<file path="config.mk">
export PLATFORM = sky130hd
export DESIGN_NAME = ofs_prog_unit
export DESIGN_NICKNAME = d
export VERILOG_FILES = /design/src/rtl/ofs_prog_pkg.sv /design/src/rtl/ofs_mode_latch.sv /design/src/rtl/ofs_par_seq.sv /design/src/rtl/ofs_ser_seq.sv /design/src/rtl/ofs_prog_unit.sv
export SDC_FILE = /design/constraint.sdc
export NUM_CORES = 1
export LEC_CHECK = 0
export BUFFER_PORTS_ARGS = -buffer_cell sky130_fd_sc_hd__buf_2
export CAP_MARGIN = 20
export CORE_MARGIN = 2
export CORE_UTILIZATION = 25
export DETAILED_ROUTE_END_ITERATION = 6
export PLACE_DENSITY_LB_ADDON = 0.08
export REMOVE_ABC_BUFFERS = 1
export SYNTH_ARGS = -nofsm -noshare
export SYNTH_HDL_FRONTEND = slang
export SYNTH_SLANG_ARGS = --single-unit
export TNS_END_PERCENT = 1
</file>
<file path="constraint.sdc">
create_clock -name clk -period 2.2 [get_ports clk]
set_input_delay 0 -clock clk [delete_from_list [all_inputs] [get_ports clk]]
set_output_delay 0 -clock clk [all_outputs]
set_load 0.03 [all_outputs]
</file>
<file path="src/rtl/ofs_prog_pkg.sv">
package ofs_prog_pkg;

   localparam int NUM_THR = 4;

   typedef enum logic [2:0] {
      OM_RSVD  = 3'd0,
      OM_PRE_A = 3'd1,
      OM_PRE_B = 3'd2,
      OM_PRE_C = 3'd3,
      OM_PAR   = 3'd4,
      OM_SER   = 3'd5
   } ofs_mode_e;

   // Method decode from the pins sampled during master reset
   function automatic ofs_mode_e decode_mode(input logic spm, input logic [1:0] fs);
      ofs_mode_e m;
      case ({spm, fs})
         3'b111:  m = OM_PRE_C;
         3'b110:  m = OM_PRE_B;
         3'b101:  m = OM_PRE_A;
         3'b100:  m = OM_PAR;
         3'b010:  m = OM_SER;
         default: m = OM_RSVD;
      endcase
      return m;
   endfunction

   function automatic logic is_preset(input ofs_mode_e m);
      return (m == OM_PRE_A) || (m == OM_PRE_B) || (m == OM_PRE_C);
   endfunction

endpackage

</file>
<file path="src/rtl/ofs_mode_latch.sv">
module ofs_mode_latch
   import ofs_prog_pkg::*;
(
   input  logic            clk,
   input  logic            mrst_n,
   input  logic            spm_sel,
   input  logic [1:0]      fsel,
   output ofs_mode_e       mode_o
);

   ofs_mode_e mode_q;

   // Tracks the pins on every edge while master reset is held;
   // the value at the last reset edge is kept afterwards.
   always_ff @(posedge clk) begin
      if (!mrst_n) begin
         mode_q <= decode_mode(spm_sel, fsel);
      end
   end

   assign mode_o = mode_q;

endmodule

</file>
<file path="src/rtl/ofs_par_seq.sv">
module ofs_par_seq #(
   parameter int NUM_SLOTS = 4,
   parameter int IDX_W     = $clog2(NUM_SLOTS)
) (
   input  logic             clk,
   input  logic             mrst_n,
   input  logic             hold,
   input  logic             active,
   input  logic             wr_stb,
   output logic             load_o,
   output logic [IDX_W-1:0] idx_o,
   output logic             last_o
);

   logic [IDX_W-1:0] slot_q;

   assign load_o = active && wr_stb && !hold;
   assign idx_o  = slot_q;
   assign last_o = load_o && (slot_q == IDX_W'(NUM_SLOTS - 1));

   always_ff @(posedge clk) begin
      if (!mrst_n) begin
         slot_q <= '0;
      end else if (load_o) begin
         slot_q <= slot_q + 1'b1;
      end
   end

endmodule

</file>
<file path="src/rtl/ofs_ser_seq.sv">
module ofs_ser_seq #(
   parameter int TOTAL_BITS = 32,
   parameter int CNT_W      = $clog2(TOTAL_BITS + 1)
) (
   input  logic clk,
   input  logic mrst_n,
   input  logic hold,
   input  logic active,
   input  logic ser_en_n,
   output logic shift_o,
   output logic last_o
);

   logic [CNT_W-1:0] bits_q;

   assign shift_o = active && !ser_en_n && !hold;
   assign last_o  = shift_o && (bits_q == CNT_W'(TOTAL_BITS - 1));

   always_ff @(posedge clk) begin
      if (!mrst_n) begin
         bits_q <= '0;
      end else if (shift_o) begin
         bits_q <= bits_q + 1'b1;
      end
   end

endmodule

</file>
<file path="src/rtl/ofs_prog_unit.sv">
module ofs_prog_unit
   import ofs_prog_pkg::*;
#(
   parameter int DEPTH    = 256,
   parameter int DATA_W   = 36,
   parameter int PRESET_A = 8,
   parameter int PRESET_B = 16,
   parameter int PRESET_C = 64,
   parameter int OFS_W    = $clog2(DEPTH)
) (
   input  logic              clk,
   input  logic              mrst_n,
   input  logic              prst_n,
   input  logic              spm_sel,
   input  logic [1:0]        fsel,
   input  logic [DATA_W-1:0] wr_data,
   input  logic              wr_stb,
   input  logic              ser_dat,
   input  logic              ser_en_n,
   output logic [OFS_W-1:0]  af_thr_f1,
   output logic [OFS_W-1:0]  ae_thr_f1,
   output logic [OFS_W-1:0]  af_thr_f2,
   output logic [OFS_W-1:0]  ae_thr_f2,
   output logic              wr_divert,
   output logic              prog_done
);

   localparam int IDX_W     = $clog2(NUM_THR);
   localparam int SER_BITS  = NUM_THR * OFS_W;
   localparam int SER_CNT_W = $clog2(SER_BITS + 1);

   // Elaboration-time parameter checks
   if (DEPTH < 4 || (DEPTH & (DEPTH - 1)) != 0) begin : g_chk_depth
      $error("DEPTH must be a power of two of at least 4");
   end
   if (DATA_W < OFS_W) begin : g_chk_width
      $error("DATA_W must cover one threshold");
   end
   if (PRESET_A < 1 || PRESET_C >= DEPTH || PRESET_A > PRESET_B || PRESET_B > PRESET_C) begin : g_chk_preset
      $error("preset thresholds must ascend and fit below DEPTH");
   end

   ofs_mode_e                      mode_q;
   ofs_mode_e                      mode_in;
   logic                           done_q;
   logic                           hold;
   logic                           par_active;
   logic                           ser_active;
   logic                           par_load;
   logic [IDX_W-1:0]               par_idx;
   logic                           par_last;
   logic                           ser_shift;
   logic                           ser_last;
   logic                           mode_is_pre;
   logic [OFS_W-1:0]               rst_val;
   logic [NUM_THR-1:0][OFS_W-1:0]  thr_w;

   assign mode_in     = decode_mode(spm_sel, fsel);
   assign hold        = !prst_n;
   assign par_active  = (mode_q == OM_PAR) && !done_q;
   assign ser_active  = (mode_q == OM_SER) && !done_q;
   assign mode_is_pre = is_preset(mode_q);

   always_comb begin
      case (mode_in)
         OM_PRE_A: rst_val = OFS_W'(PRESET_A);
         OM_PRE_B: rst_val = OFS_W'(PRESET_B);
         OM_PRE_C: rst_val = OFS_W'(PRESET_C);
         default:  rst_val = '0;
      endcase
   end

   ofs_mode_latch u_mode (
      .clk     (clk),
      .mrst_n  (mrst_n),
      .spm_sel (spm_sel),
      .fsel    (fsel),
      .mode_o  (mode_q)
   );

   ofs_par_seq #(.NUM_SLOTS(NUM_THR), .IDX_W(IDX_W)) u_par (
      .clk    (clk),
      .mrst_n (mrst_n),
      .hold   (hold),
      .active (par_active),
      .wr_stb (wr_stb),
      .load_o (par_load),
      .idx_o  (par_idx),
      .last_o (par_last)
   );

   ofs_ser_seq #(.TOTAL_BITS(SER_BITS), .CNT_W(SER_CNT_W)) u_ser (
      .clk      (clk),
      .mrst_n   (mrst_n),
      .hold     (hold),
      .active   (ser_active),
      .ser_en_n (ser_en_n),
      .shift_o  (ser_shift),
      .last_o   (ser_last)
   );

   // Slot 0 is loaded first; serial bits enter at the last slot and move
   // toward slot 0, so the first bit ends as the MSB of slot 0.
   for (genvar gi = 0; gi < NUM_THR; gi++) begin : g_thr
      logic [OFS_W-1:0] q;
      logic             carry_in;

      if (gi == NUM_THR - 1) begin : g_tail
         assign carry_in = ser_dat;
      end else begin : g_link
         assign carry_in = thr_w[gi + 1][OFS_W-1];
      end

      always_ff @(posedge clk) begin
         if (!mrst_n) begin
            q <= rst_val;
         end else if (par_load && (par_idx == IDX_W'(gi))) begin
            q <= wr_data[OFS_W-1:0];
         end else if (ser_shift) begin
            if (OFS_W > 1) begin
               q <= {q[OFS_W-2:0], carry_in};
            end else begin
               q <= carry_in;
            end
         end
      end

      assign thr_w[gi] = q;
   end

   if (DATA_W > OFS_W) begin : g_unused_hi
      logic unused_hi;
      assign unused_hi = ^wr_data[DATA_W-1:OFS_W];
   end

   always_ff @(posedge clk) begin
      if (!mrst_n) begin
         done_q <= 1'b0;
      end else if (!hold) begin
         if (mode_is_pre || par_last || ser_last) begin
            done_q <= 1'b1;
         end
      end
   end

   assign af_thr_f1 = thr_w[0];
   assign ae_thr_f1 = thr_w[1];
   assign af_thr_f2 = thr_w[2];
   assign ae_thr_f2 = thr_w[3];
   assign wr_divert = mrst_n && par_active;
   assign prog_done = done_q;

endmodule

</file>
# == Word level (Yosys, flattened, before mapping) ==
# Cells that the tools add are included.
# Widths: inputs -> output; s select.
# op_classes
n_addsub,2
eq_ne,21
n_mux,14
reduce_logical,20
# op_table
op,count
$mux 8,12
$pmux 7 s3,1
$eq 3x3->1 const B,6
$eq 3x2->1 const B,5
$pmux 3 s5,1
$logic_and 1x1->1,12
$ne 3x1->1 const B,4
$add 6x1->6 const B,1
$eq 3x1->1 const B,2
$eq 6x5->1 const B,1
$eq 2x2->1 const B,2
$logic_or 1x1->1,4
$add 2x1->2 const B,1
$eq 2x1->1 const B,1
$logic_not 1->1,2
$logic_not 2->1,1
$reduce_and 2->1,1
# totals
ff_bits,44
inputBits,45
out_inout_bits,34
word_cells,65

# == Logic depth before layout (Yosys ltp) ==
# depth
ltp_word,8
depth_mapped,6
ltp_nobuf,5

# == Cells and area by module ==
# From an unflattened synthesis, not the netlist that was laid out.
# hier_totals
hier_cells,188
hier_area_um2,2222.1
# by_module_without_submodules
module,instances,cells_each,area_each_um2,seq_area_each_um2
ofs_prog_unit,1,134,1649.1,980.9
ofs_ser_seq,1,32,321.6,120.1
ofs_mode_latch,1,10,141.4,90.1
ofs_par_seq,1,12,110.1,40.0

# == Worst setup path before layout ==
# No wires, ideal clock.
# synth_timing
path_kind,flip-flop to flip-flop
start,register done_q (netlist: prog_done)
end,"register g_thr[3].q[0] (netlist: ae_thr_f2[0]), enable pin"
setup_time_ns,0.334
arrival_time_ns,1.478
required_ns,1.866
path_slack_ns,0.388
path_stages_with_launch,5
n_path_buf,1
period_less_slack_ns,1.812
path_cell_list,dfxtp_1 nor4b_4 and3_1 buf_6 nand2b_1
# synth_via
elab_chain_cells,6
word_cells_on_any_way,9
classes_between,eq/ne: 1; reduce/logical: 8
# synth_lines
item,line_no,rtl
start: declaration,ofs_prog_unit.sv:45,logic done_q;
start signal: assignment,ofs_prog_unit.sv:138,done_q <= 1'b0;
start signal: assignment,ofs_prog_unit.sv:141,done_q <= 1'b1;
$logic_not 1->1 *,"ofs_prog_unit.sv:60, ofs_prog_unit.sv:61",
$logic_and 1x1->1,ofs_prog_unit.sv:60,assign par_active = (mode_q == OM_PAR) && !done_q;
$logic_and 1x1->1 (2 in series),ofs_par_seq.sv:17,assign load_o = active && wr_stb && !hold;
$logic_and 1x1->1,ofs_prog_unit.sv:117,end else if (par_load && (par_idx == IDX_W'(gi))) begin
$ne 3x1->1 (no line) *,-,
end signal: assignment,ofs_prog_unit.sv:116,q <= rst_val;
end signal: assignment,ofs_prog_unit.sv:118,q <= wr_data[OFS_W-1:0];
end signal: assignment,ofs_prog_unit.sv:121,"q <= {q[OFS_W-2:0], carry_in};"
end: declaration,ofs_prog_unit.sv:105,logic [OFS_W-1:0] q;
# Every way passes the cells marked *; elsewhere a longest branch is shown, timed or not.
# A chain may end at the register's enable or synchronous reset.

# == Final worst setup path ==
# layout_timing
start,register u_mode.mode_q[1] (netlist: u_mode.mode_o[1])
end,"register g_thr[0].q[3] (netlist: af_thr_f1[3]), enable pin"
# layout_via
elab_chain_cells,6
word_cells_on_any_way,10
classes_between,eq/ne: 3; reduce/logical: 7
# layout_lines
item,line_no,rtl
start: declaration,ofs_mode_latch.sv:11,ofs_mode_e mode_q;
start signal: assignment,ofs_mode_latch.sv:17,"mode_q <= decode_mode(spm_sel, fsel);"
$eq 3x3->1,ofs_prog_unit.sv:60,
$logic_and 1x1->1,ofs_prog_unit.sv:60,
$logic_and 1x1->1 (2 in series),ofs_par_seq.sv:17,
$logic_and 1x1->1,ofs_prog_unit.sv:117,
$ne 3x1->1 (no line) *,-,
end signal: assignment,ofs_prog_unit.sv:116,
end signal: assignment,ofs_prog_unit.sv:118,
end signal: assignment,ofs_prog_unit.sv:121,
end: declaration,ofs_prog_unit.sv:105,
# Marked as above.

==> impl_metrics.json <==
{
  "status": "finished, final reports clean",
  "synth_cell_types": 31,
  "worst_slack_ns": 0.222,
  "finalClockSkew_ns": 0.00979,
  "synth_top_area_cell": "edfxtp_1",
  "yosys_warnings": 0,
  "place_inst": 348,
  "grt_pass1_wl_mm": 9.43,
  "netlist_instances": 191,
  "final_cell_mix": "50 x buf_2, 35 x edfxtp_1, 24 x nor2_1, 21 x mux2i_1, 19 x nand3_1",
  "numCtsBuffers": 5,
  "path_cells": "nor4b_4 > nand3_1 > nand2_1",
  "ctsLongestPathBuffers": 2,
  "r2r_slack_ns": 0.22,
  "wirelength_mm": 6.01,
  "worstReg2RegStart": "u_mode.mode_o[1]",
  "vias": 1654,
  "p_leak_uw": 0.00109,
  "htreeDepth": 2,
  "max_freq_ghz": 0.506,
  "finalSetupViolCount": 0,
  "dieArea_sq_um": 9420,
  "synth_top_area_share_pct": 48.5,
  "cts-root-buf": "clkbuf_8",
  "synthesis.area_sq_um": 2170,
  "slowest_stage": "edfxtp_1",
  "start_util_pct": 26.1,
  "path_clk_slew_ns": 0.09,
  "final_antenna_net_count": 0,
  "clock_sinks": 44,
  "dp_hpwl_mm": 4.26,
  "die_y_microns": 97.1,
  "period_minus_slack_ns": 1.98,
  "grt_setup_unrepaired": "false",
  "max-vdd-ir-drop_v": 0.000210,
  "port_buffers": 50,
  "final_common_cell": "buf_2",
  "num_antenna_cells": 0,
  "cp_max_fo": 8,
  "fin_cells": 356,
  "track_usage_pct": 13.0,
  "grt_start_max_net_pins": 38,
  "vias_per_cell": 4.65,
  "synthTopCellsByArea": "edfxtp_1 49%, mux2i_1 9.7%, dfxtp_1 8.3%",
  "ys_seq_elements": 44,
  "core_sq_um": 8300,
  "fin_util_pct": 32.4,
  "synthToLayoutAreaGrowth_pct": 24.2,
  "ctsResizeCount": 0,
  "die_width_microns": 97.1,
  "drtPass1Iterations": 4,
  "slew_headroom_pct": 64.1,
  "dp_slack_ns": 0.203,
  "cp_slowest_stage_delay_ns": 0.48,
  "fill_cells": 879,
  "grt_pass1_vias": 1723,
  "num-nets-final": 300,
  "overflow": 0,
  "synth-seq-area-share_pct": 56.8,
  "finalCritPeriodShare_pct": 89.9,
  "placementRows": 33,
  "crit_required_ns": 2.17,
  "end_kind": "flip-flop",
  "postCtsHoldBufs": 0,
  "wl_per_cell_microns": 16.9,
  "syn_avg_cell_area_sq_um": 11.3,
  "hp-class": "primary input to flip-flop",
  "ios": 79,
  "drc_errors": 0,
  "drv_cap": 0,
  "gp_congestion": 0.771,
  "cp-start-kind": "flip-flop",
  "slew_viol_final": 0,
  "drive_gt1_share_pct": 27.5,
  "cts_tree": "done",
  "power_density_nw_per_um2": 694,
  "hold_depth": 3,
  "hold_slack_ns": 0.0226,
  "worstPathArrival_ns": 1.95,
  "setup_tns_ns": 0,
  "reg2reg_depth": 3,
  "worst_pin_slew_ns": 0.538,
  "holdPathEnd": "ae_thr_f2[0]",
  "antenna_found_initial": 0,
  "r2r_end": "af_thr_f1[3]",
  "drt_iter0_drc": 83,
  "clock_latency_ns": 0.30,
  "hold_viol": 0,
  "min_from": "ser_dat",
  "crit_type": "flip-flop to flip-flop",
  "cts_setup_buffers": 0
}
worst max-delay path: cells and delay by family (launching register included):
kind             cells  cell delay, ns
flip-flops           1            0.48
AND/OR/NAND/NOR      3            1.18
per-layer routing:
metal | global-route usage (%) | routed length [microns]
met1 | 18.3 | 2980
met2 | 19.9 | 2730
met3 | 3.81 | 248
met4 | 2.93 | 50
met5 | 0 | 0
how the worst max path moves through the flow:
| stage | start | end | slack [ns] | cells past startpoint |
|---|---|---|---|---|
| finish | u_mode.mode_o[1] | af_thr_f1[3] | 0.22 | 3 |
| global route | u_mode.mode_o[1] | af_thr_f1[5] | 0.02 | 3 |
| CTS | u_mode.mode_o[1] | af_thr_f1[4] | 0.19 | 3 |
| detailed placement | u_mode.mode_o[1] | af_thr_f1[7] | 0.20 | 3 |
| global placement | u_mode.mode_o[1] | af_thr_f1[7] | 0.19 | 3 |
| floorplan | prog_done | ae_thr_f2[0] | 0.23 | 3 |
power breakdown:
part / internal (uW) / switching (uW)
combinational: 88.9 / 203
sequential: 960 / 33.7
clock: 295 / 287
through the flow:
stage          instance area (sq um)  power (uW)
2_1_floorplan                   2110        1190
3_3_place_gp                    2590        1310
3_5_place_dp                    2590        1310
4_1_cts                         2690        1900
5_1_grt                         2690        1960
6_report                        2690        1870
cell families after synthesis:
kind of cell	after synthesis	synth area share, %
XOR/XNOR	6	2.43
buffers and inverters	12	3.00
flip-flops	44	56.8
AND/OR/NAND/NOR	78	18.5
multiplexers	21	9.71
adder cells (fa/ha/maj)	5	2.89
AO/OA/AOI/OAI	25	6.59
flip-flops by register name (all words and copies together) (netlist names):
| signal | flops |
|---|---|
| prog_done | 1 |
| u_par.idx_o | 2 |
| af_thr_f2 | 8 |
| ae_thr_f1 | 8 |
| ae_thr_f2 | 8 |
| u_ser.bits_q | 6 |
| af_thr_f1 | 8 |
| u_mode.mode_o | 3 |
cell type report:
class / instances / area (sq um) / area share (%)
clock buffer: 8 / 101 / 3.77
tap: 105 / 131 / 4.88
multi-input combinational: 135 / 870 / 32.3
inverter: 3 / 11.3 / 0.419
timing repair buffer: 61 / 345 / 12.8
sequential: 44 / 1230 / 45.8
Yosys cell counts:
cell	count
edfxtp_1	35
nor2_1	24
mux2i_1	21
nand3_1	19
nand2_1	14
a21oi_1	10
dfxtp_1	9
o211ai_1	7
o21ai_1	6
clkbuf_1	5
ha_1	5
and2_1	4
nand2b_1	4
xor2_1	4
and3_1	3
buf_6	2
inv_1	2
nor2b_1	2
o21ai_0	2
xnor2_1	2
and4b_1	1
and4bb_4	1
buf_2	1
buf_4	1
clkinv_1	1
nand3b_1	1
nand4_1	1
nor3_1	1
nor4b_4	1
or3_1	1
or4_1	1
Power figures use the tool's default switching activity.
